`src/rtl/unlock_seq_pkg.sv`:
```
package unlock_seq_pkg;

    typedef enum logic [1:0] {
        ST_HUNT   = 2'd0,
        ST_STALL  = 2'd1,
        ST_XFER   = 2'd2,
        ST_COMMIT = 2'd3
    } seq_state_t;

    // Serial key, bit 0 is sent first.
    localparam logic [63:0] UNLOCK_KEY = 64'h5CA3_3AC5_5CA3_3AC5;

endpackage

```
`src/rtl/unlock_key_matcher.sv`:
```
module unlock_key_matcher #(
    parameter int                  KEY_BITS = 64,
    parameter logic [KEY_BITS-1:0] KEY_PAT  = '0
) (
    input  logic clk,
    input  logic rst_n,
    input  logic ptr_clr,
    input  logic ptr_adv,
    input  logic din,
    output logic bit_ok,
    output logic at_last
);
    localparam int PW = (KEY_BITS > 1) ? $clog2(KEY_BITS) : 1;
    localparam logic [PW-1:0] LAST = PW'(KEY_BITS - 1);

    logic [PW-1:0] ptr_q;

    always_ff @(posedge clk or negedge rst_n) begin
        if (!rst_n) begin
            ptr_q <= '0;
        end else if (ptr_clr) begin
            ptr_q <= '0;
        end else if (ptr_adv) begin
            ptr_q <= ptr_q + 1'b1;
        end
    end

    assign bit_ok  = (din == KEY_PAT[ptr_q]);
    assign at_last = (ptr_q == LAST);

endmodule

```
`src/rtl/unlock_xfer_engine.sv`:
```
module unlock_xfer_engine #(
    parameter int IMG_BITS = 64,
    parameter int IGN_BIT  = 36
) (
    input  logic                clk,
    input  logic                rst_n,
    input  logic                snap_ld,
    input  logic [IMG_BITS-1:0] img_in,
    input  logic                step,
    input  logic                step_wr,
    input  logic                din,
    input  logic                clear,
    output logic                dout,
    output logic                last,
    output logic                wrote_any,
    output logic                ign_rst,
    output logic [IMG_BITS-1:0] snap_o
);
    localparam int CW = (IMG_BITS > 1) ? $clog2(IMG_BITS) : 1;
    localparam logic [CW-1:0] LAST_IDX = CW'(IMG_BITS - 1);

    logic [CW-1:0]       cnt_q;
    logic [IMG_BITS-1:0] snap_q;
    logic                wrote_q;
    logic                ign_q;

    always_ff @(posedge clk or negedge rst_n) begin
        if (!rst_n) begin
            cnt_q   <= '0;
            snap_q  <= '0;
            wrote_q <= 1'b0;
            ign_q   <= 1'b0;
        end else if (snap_ld) begin
            cnt_q   <= '0;
            snap_q  <= img_in;
            wrote_q <= 1'b0;
            ign_q   <= img_in[IGN_BIT];
        end else if (clear) begin
            cnt_q   <= '0;
            wrote_q <= 1'b0;
        end else if (step) begin
            cnt_q <= (cnt_q == LAST_IDX) ? '0 : cnt_q + 1'b1;
            if (step_wr) begin
                snap_q[cnt_q] <= din;
                wrote_q       <= 1'b1;
            end
        end
    end

    assign dout      = snap_q[cnt_q];
    assign last      = (cnt_q == LAST_IDX);
    assign wrote_any = wrote_q | (step & step_wr);
    assign ign_rst   = ign_q;
    assign snap_o    = snap_q;

endmodule

```
`src/rtl/unlock_seq.sv`:
```
module unlock_seq
    import unlock_seq_pkg::*;
#(
    parameter int KEY_BITS = 64,
    parameter int IMG_BITS = 64,
    parameter int IGN_BIT  = 36
) (
    input  logic                clk,
    input  logic                rst_n,
    input  logic                cyc_vld,
    input  logic                cyc_wr,
    input  logic                cyc_dq0,
    input  logic                hold_n_in,
    input  logic [IMG_BITS-1:0] cal_img,
    output logic                mem_pass,
    output logic                dq0_out,
    output logic                dq0_oe,
    output logic                cal_cap,
    output logic                cal_load,
    output logic [IMG_BITS-1:0] cal_wdata
);
    function automatic logic [KEY_BITS-1:0] build_key();
        logic [KEY_BITS-1:0] k;
        for (int i = 0; i < KEY_BITS; i++) begin
            k[i] = UNLOCK_KEY[i % 64];
        end
        return k;
    endfunction

    localparam logic [KEY_BITS-1:0] KEY_PAT = build_key();

    seq_state_t state_q, state_d;

    logic rd_cyc, wr_cyc;
    logic bit_ok, at_last;
    logic ptr_clr, ptr_adv;
    logic cap_c, step_c, clr_c, abort_c;
    logic x_dout, x_last, x_wrote, x_ign;
    logic [IMG_BITS-1:0] x_snap;

    assign rd_cyc = cyc_vld & ~cyc_wr;
    assign wr_cyc = cyc_vld &  cyc_wr;

    unlock_key_matcher #(
        .KEY_BITS (KEY_BITS),
        .KEY_PAT  (KEY_PAT)
    ) u_match (
        .clk     (clk),
        .rst_n   (rst_n),
        .ptr_clr (ptr_clr),
        .ptr_adv (ptr_adv),
        .din     (cyc_dq0),
        .bit_ok  (bit_ok),
        .at_last (at_last)
    );

    unlock_xfer_engine #(
        .IMG_BITS (IMG_BITS),
        .IGN_BIT  (IGN_BIT)
    ) u_xfer (
        .clk       (clk),
        .rst_n     (rst_n),
        .snap_ld   (cap_c),
        .img_in    (cal_img),
        .step      (step_c),
        .step_wr   (cyc_wr),
        .din       (cyc_dq0),
        .clear     (clr_c),
        .dout      (x_dout),
        .last      (x_last),
        .wrote_any (x_wrote),
        .ign_rst   (x_ign),
        .snap_o    (x_snap)
    );

    assign abort_c = (state_q == ST_XFER) & ~x_ign & ~hold_n_in;

    // Next state and datapath controls.
    always_comb begin
        state_d = state_q;
        ptr_clr = 1'b0;
        ptr_adv = 1'b0;
        cap_c   = 1'b0;
        step_c  = 1'b0;
        clr_c   = 1'b0;
        unique case (state_q)
            ST_HUNT, ST_COMMIT: begin
                state_d = ST_HUNT;
                if (rd_cyc) begin
                    ptr_clr = 1'b1;
                end else if (wr_cyc) begin
                    if (!bit_ok) begin
                        state_d = ST_STALL;
                    end else if (at_last) begin
                        state_d = ST_XFER;
                        ptr_clr = 1'b1;
                        cap_c   = 1'b1;
                    end else begin
                        ptr_adv = 1'b1;
                    end
                end
            end
            ST_STALL: begin
                if (rd_cyc) begin
                    state_d = ST_HUNT;
                    ptr_clr = 1'b1;
                end
            end
            ST_XFER: begin
                if (abort_c) begin
                    state_d = ST_HUNT;
                    clr_c   = 1'b1;
                end else if (cyc_vld) begin
                    step_c = 1'b1;
                    if (x_last) begin
                        state_d = x_wrote ? ST_COMMIT : ST_HUNT;
                    end
                end
            end
        endcase
    end

    always_ff @(posedge clk or negedge rst_n) begin
        if (!rst_n) begin
            state_q <= ST_HUNT;
        end else begin
            state_q <= state_d;
        end
    end

    // Port outputs.
    always_comb begin
        mem_pass  = cyc_vld & (state_q != ST_XFER);
        dq0_oe    = rd_cyc & (state_q == ST_XFER);
        dq0_out   = x_dout & dq0_oe;
        cal_cap   = cap_c;
        cal_load  = (state_q == ST_COMMIT);
        cal_wdata = x_snap;
    end

endmodule

```
`config.mk`:
```
export PLATFORM = sky130hd
export DESIGN_NAME = unlock_seq
export DESIGN_NICKNAME = d
export VERILOG_FILES = /design/src/rtl/unlock_seq_pkg.sv /design/src/rtl/unlock_key_matcher.sv /design/src/rtl/unlock_xfer_engine.sv /design/src/rtl/unlock_seq.sv
export SDC_FILE = /design/constraint.sdc
export NUM_CORES = 1
export LEC_CHECK = 0
export CAP_MARGIN = 5
export CELL_PAD_IN_SITES_DETAIL_PLACEMENT = 0
export CELL_PAD_IN_SITES_GLOBAL_PLACEMENT = 1
export CORE_MARGIN = 2
export CORE_UTILIZATION = 36
export DETAILED_ROUTE_END_ITERATION = 12
export PLACE_DENSITY_LB_ADDON = 0.1
export SYNTH_ARGS = -nofsm -noshare
export SYNTH_HDL_FRONTEND = slang
export SYNTH_SLANG_ARGS = --single-unit
export TNS_END_PERCENT = 30
```
`constraint.sdc`:
```
create_clock -name clk -period 3.25 [get_ports clk]
set_input_delay 0.975 -clock clk [delete_from_list [all_inputs] [get_ports clk]]
set_output_delay 0.975 -clock clk [all_outputs]
set_load 0.02 [all_outputs]
```
Word-level counts from Yosys, hierarchy flattened. Memories as Yosys holds them, arrays and structs flattened. Index checks and enable logic that the tools add are counted.

Add/sub/neg operators: 2. $lt $le $gt $ge: 3. Eq/ne operators: 11. Mux-type cells: 48. Bitwise operators: 12. Reductions and logical operators: 11.

Operator list (count): 64-bit 2-to-1 mux (4); 64-bit bitwise mux (1); 6-bit 2-to-1 mux (6); 1-bit 2-to-1 mux (24); 2-bit 2-to-1 mux (9); 6-bit by 7-bit < comparator with 1-bit output, second input constant (2); 6-bit by 1-bit adder with 6-bit output, second input constant (2); 6-bit equality test, second input constant (2); 1-bit bitwise AND (8); 1-bit binary-select mux with 6-bit select (1); 1-bit demux with 6-bit select (1); 6-bit by 1-bit >= comparator with 1-bit output, second input constant (1); 2-bit != test, second input constant (3); 2-bit one-hot mux with 3 select lines (1); 3-bit AND reduction (2); 2-bit nonzero test (3); 3-bit nonzero test (2); 2-bit equality test, second input constant (2); 3-bit by 2-bit != test with 1-bit output, second input constant (1); 3-bit != test, second input constant (1); 1-bit inverter (3); 2-bit by 1-bit equality test with 1-bit output, second input constant (1); 2-bit logical NOT (1); 1-bit one-hot mux with 2 select lines (1); other kinds (5) (5).

Register bits: 80. Bits in read-only memories: 64. Input bits: 70. Output and inout port bits: 69. Word-level logic and storage cells: 94. Memories kept: 1.

Memories: (name not given) (words 64, bits a word 1, read ports 1, clocked after memory_dff 0, write ports 0, line unlock_key_matcher.sv:28) `assign bit_ok = (din == KEY_PAT[ptr_q]);`.

Depth between registers and ports, before layout.
Word-level depth: 12. Depth in mapped cells: 9. Gate-level depth less buffers: 8.

Modules after synthesis. Synthesis repeated with hierarchy kept, for this count alone.

Cell total of the unflattened synthesis: 538. Area total of the unflattened synthesis: 4957.3 µm².

By module, submodules not included: unlock_xfer_engine (times used 1, cells each 475, area each 4365.4 µm², seq. area each 1801.7 µm²); unlock_key_matcher (times used 1, cells each 32, area each 330.3 µm², seq. area each 150.1 µm²); unlock_seq (times used 1, cells each 31, area each 261.5 µm², seq. area each 50.0 µm²).

Least setup slack after synthesis. Ideal clock, no wire load.

Path kind: in2out. From: in cyc_dq0. To: out cal_cap. Arrival time: 2113 ps. Required time: 2275 ps. Setup slack: 162 ps. Cell stages on the path: 6. Buffers on the path: 2. Path through: xor2_2 a21o_2 a211o_1 buf_2 buf_2 inv_1.

Longest elaborated chain between the ends: 5.

RTL lines: from (decl) (line unlock_seq.sv:12) `input logic cyc_dq0,`; 1-bit equality test (line unlock_key_matcher.sv:28); 1-bit 2-to-1 mux (line unlock_seq.sv:92) `if (!bit_ok) begin`; 1-bit 2-to-1 mux (line unlock_seq.sv:91) `end else if (wr_cyc) begin`; 1-bit 2-to-1 mux (line unlock_seq.sv:89) `if (rd_cyc) begin`; 1-bit 2-to-1 mux (line unlock_seq.sv:86) `unique case (state_q)`; to (decl) (line unlock_seq.sv:18) `output logic cal_cap,`.

No other way between the ends.

Final worst setup path.
From: reg u_xfer.cnt_q[1]. To: out dq0_out.

Longest elaborated chain between the ends: 3.

RTL lines: from (decl) (line unlock_xfer_engine.sv:22) `logic [CW-1:0] cnt_q;`; from (signal assigned) (line unlock_xfer_engine.sv:42) `cnt_q <= (cnt_q == LAST_IDX) ? '0 : cnt_q + 1'b1;`; 1-bit binary-select mux with 6-bit select (line unlock_xfer_engine.sv:50) `assign dout = snap_q[cnt_q];`; 1-bit 2-to-1 mux (not written as such) (line unlock_xfer_engine.sv:50); 1-bit bitwise AND (line unlock_seq.sv:135) `dq0_out = x_dout & dq0_oe;`; to (decl) (line unlock_seq.sv:16) `output logic dq0_out,`.

No other way between the ends. The select of a mux whose other input is x is not followed.

==> results.sh <==
export IMPL_path_clk_slew_ps=60
export IMPL_fp_dieArea_um2=14800
export IMPL_die_w_um=122
export IMPL_min_period_ps=3210
export IMPL_hold_buffers=0
export IMPL_drt_wirelength_per_cell_um=17.0
export IMPL_slew_violations=0
export IMPL_holdCritPathClass="flop to flop"
export IMPL_clock_sinks=80
export IMPL_ys_async_sr_fraction_pct=100
export IMPL_vias=4713
export IMPL_cts_made_buffers=9
export IMPL_drc=0
export IMPL_critical_path_class="flop to output port"
export IMPL_htree_levels=3
export IMPL_powerDensity_nw_per_um2=314
export IMPL_first_pass_iters=5
export IMPL_crit_path_start_kind="flop"
export IMPL_antenna_found_initial=0
export IMPL_syn_nets=643
export IMPL_ios=139
export IMPL_post_route_period_util_pct=98.9
export IMPL_synth_most_common_cell="nor2_1"
export IMPL_synth_area_top_cells="dfrtp_1 40%, mux2i_1 16%, nor2_1 10%, a21oi_1 7.3%, mux4_2 2.7%"
export IMPL_cp_max_fo=9
export IMPL_hold_depth=2
export IMPL_tritoncts="yes"
export IMPL_synth_top_area_cell="dfrtp_1"
export IMPL_r2r_end="u_xfer.ign_rst"
export IMPL_clock_root_buffer="clkbuf_16"
export IMPL_ys_flop_type="dfrtp_1"
export IMPL_track_usage_pct=21.2
export IMPL_die_h_um=122
export IMPL_wl_mm=15.5
export IMPL_setup_viol_count_final=0
export IMPL_holdPathEnd="u_xfer.wrote_q"
export IMPL_status="finished clean"
export IMPL_antenna_diode_count=0
export IMPL_finalHoldViolations=0
export IMPL_grt_max_degree=76
export IMPL_synthDistinctLibCells=57
export IMPL_netlist_area_leader_share_pct=40.1
export IMPL_core_area_um2=13700
export IMPL_overflow=0
export IMPL_fin_nets=803
export IMPL_synth_area_um2=5000
export IMPL_io_buffers=138
export IMPL_crit_arrival_ps=2240
export IMPL_layout_drive_gt1_share_pct=14.2
export IMPL_grt_pass1_vias=4623
export IMPL_syn2layout_area_growth_pct=43.5
export IMPL_drv_cap=0
export IMPL_clock_path_buffers=2
export IMPL_drtAntennaViolNets=0
export IMPL_dp_slack_ps=-445
export IMPL_peakVddDrop_uv=177
export IMPL_required_ps=2270
export IMPL_synth_seq_area_share_pct=40.1
export IMPL_clk_latency_ps=340
export IMPL_rrSetupSlack_ps=280
export IMPL_fp_row_count=43
export IMPL_whs_ps=496
export IMPL_routed_via_density=5.17
export IMPL_end_kind="output port"
export IMPL_dp_hpwl_mm=11.3
export IMPL_synthesis_instances=567
export IMPL_start_util_pct=36.4
export IMPL_drtIter0Drc=295
export IMPL_max_slew_margin_pct=54.2
export IMPL_globalplace_congestion=0.879
export IMPL_reg2reg_depth=7
export IMPL_synth_avg_cell_area_um2=8.81
export IMPL_synth_edf_count=0
export IMPL_grt_pass1_wl_mm=24.4
export IMPL_synth_seq_cells=80
export IMPL_yosysWarnings=0
export IMPL_reg2reg_from="u_match.ptr_q[0]"
export IMPL_fmax_ghz=0.311
export IMPL_worst_pin_slew_ps=687
export IMPL_worst_slack_ps=36.3
export IMPL_finClkSkew_ps=8.04
export IMPL_rsz0062_at_grt="true"
export IMPL_leakagePower_nw=3.06
export IMPL_hold_start="u_xfer.wrote_q"
export IMPL_netlist_top_cells_count="135 x nor2_1, 80 x dfrtp_1, 78 x mux2i_1, 73 x a21oi_1"
## timing repair
item / CTS / global route
pin swaps: 1 / 2
setup endpoints to repair: 3 / 3
gates resized for setup: 11 / 9
setup buffers: 0 / 1
## placed cells by master, fill, tap and decap left out, types with 3 or more instances in the layout
| cell type | n |
|---|---|
| nor2_1 | 135 |
| clkdlybuf4s50_1 | 131 |
| dfrtp_1 | 80 |
| mux2i_1 | 78 |
| a21oi_1 | 73 |
| buf_4 | 50 |
| nand2_1 | 26 |
| nand3_1 | 13 |
| a31oi_1 | 9 |
| nand2b_1 | 9 |
| clkbuf_16 | 9 |
| o21ai_0 | 8 |
| mux4_2 | 6 |
| nor3_1 | 6 |
| ha_1 | 6 |
| mux2_2 | 5 |
| and3_1 | 5 |
| inv_1 | 4 |
| buf_12 | 4 |
| nor2b_1 | 3 |
| and2_1 | 3 |
| nor3b_1 | 3 |
| or3_1 | 3 |
| clkbuf_8 | 3 |
| buf_2 | 3 |
## through the flow
step	power (mW)	area [um^2]	utilization [%]	setup TNS [ps]	std cells
after floorplan	1.14	5000	-	0	567
after global placement	1.29	6860	50.0	-1150	895
after detailed placement	1.29	6860	50.0	-1230	895
after CTS	2.27	7140	52.1	0	911
after global routing	2.34	7170	52.2	-72.1	912
final	2.25	7170	52.2	0	912
## worst max path at each step
stage,to,startpoint,slack [ps],depth (start not counted)
2_1_floorplan,cal_cap,cyc_dq0,160,6
3_3_place_gp,dq0_out,cyc_vld,-450,5
3_5_place_dp,dq0_out,cyc_vld,-440,5
4_1_cts,dq0_out,u_xfer.cnt_q[1],6,7
5_1_grt,dq0_out,u_xfer.cnt_q[1],-70,8
6_report,dq0_out,u_xfer.cnt_q[1],40,7
## area by class of cell
cell class | instances | area [um^2]
clock buffer | 14 | 274
clock inverter | 2 | 12.5
fill | 1345 | 6550
inverter | 4 | 15.0
multi-input combinational | 440 | 2810
sequential | 80 | 2000
tap | 180 | 225
timing repair buffer | 192 | 1830
## worst max-delay path, stage by stage (launching register included)
cell and delay [ps]:
dfrtp_1 400, buf_12 150, mux4_2 490, mux2i_1 160, nor2_1 80, a2111oi_0 310, a21boi_0 130, buf_2 180
## per-layer routing
layer  up-vias  track usage, %  part of all wire [%]  wire length, um
met5         -               0                     0                0
met4         0            7.11                   2.1              322
met3        23            3.32                   4.7              731
met2       137            33.5                    46             7110
met1      2248            29.8                    47             7370
li1       2305               -                     -                -
## flip-flops by register name (all words and copies together) (netlist names)
register        count
u_match.ptr_q       6
u_xfer.cnt_q        6
u_xfer.snap_o      64
u_xfer.ign_rst      1
u_xfer.wrote_q      1
state_q             2
## power breakdown
part           total [mW]  switching, mW  internal, mW
Clock               0.975          0.395         0.580
Sequential           1.03         0.0222          1.01
Combinational       0.242          0.108         0.135
## logic make-up after synthesis
family,after synthesis,synth area share (%)
AND/OR/NAND/NOR,225,20.2
AO/OA/AOI/OAI,114,13.5
multiplexers,90,19.7
flip-flops,80,40.1
buffers and inverters,47,4.08
adder cells (fa/ha/maj),6,1.50
XOR/XNOR,5,1.03
No activity file was read; power rests on OpenSTA's default activity.
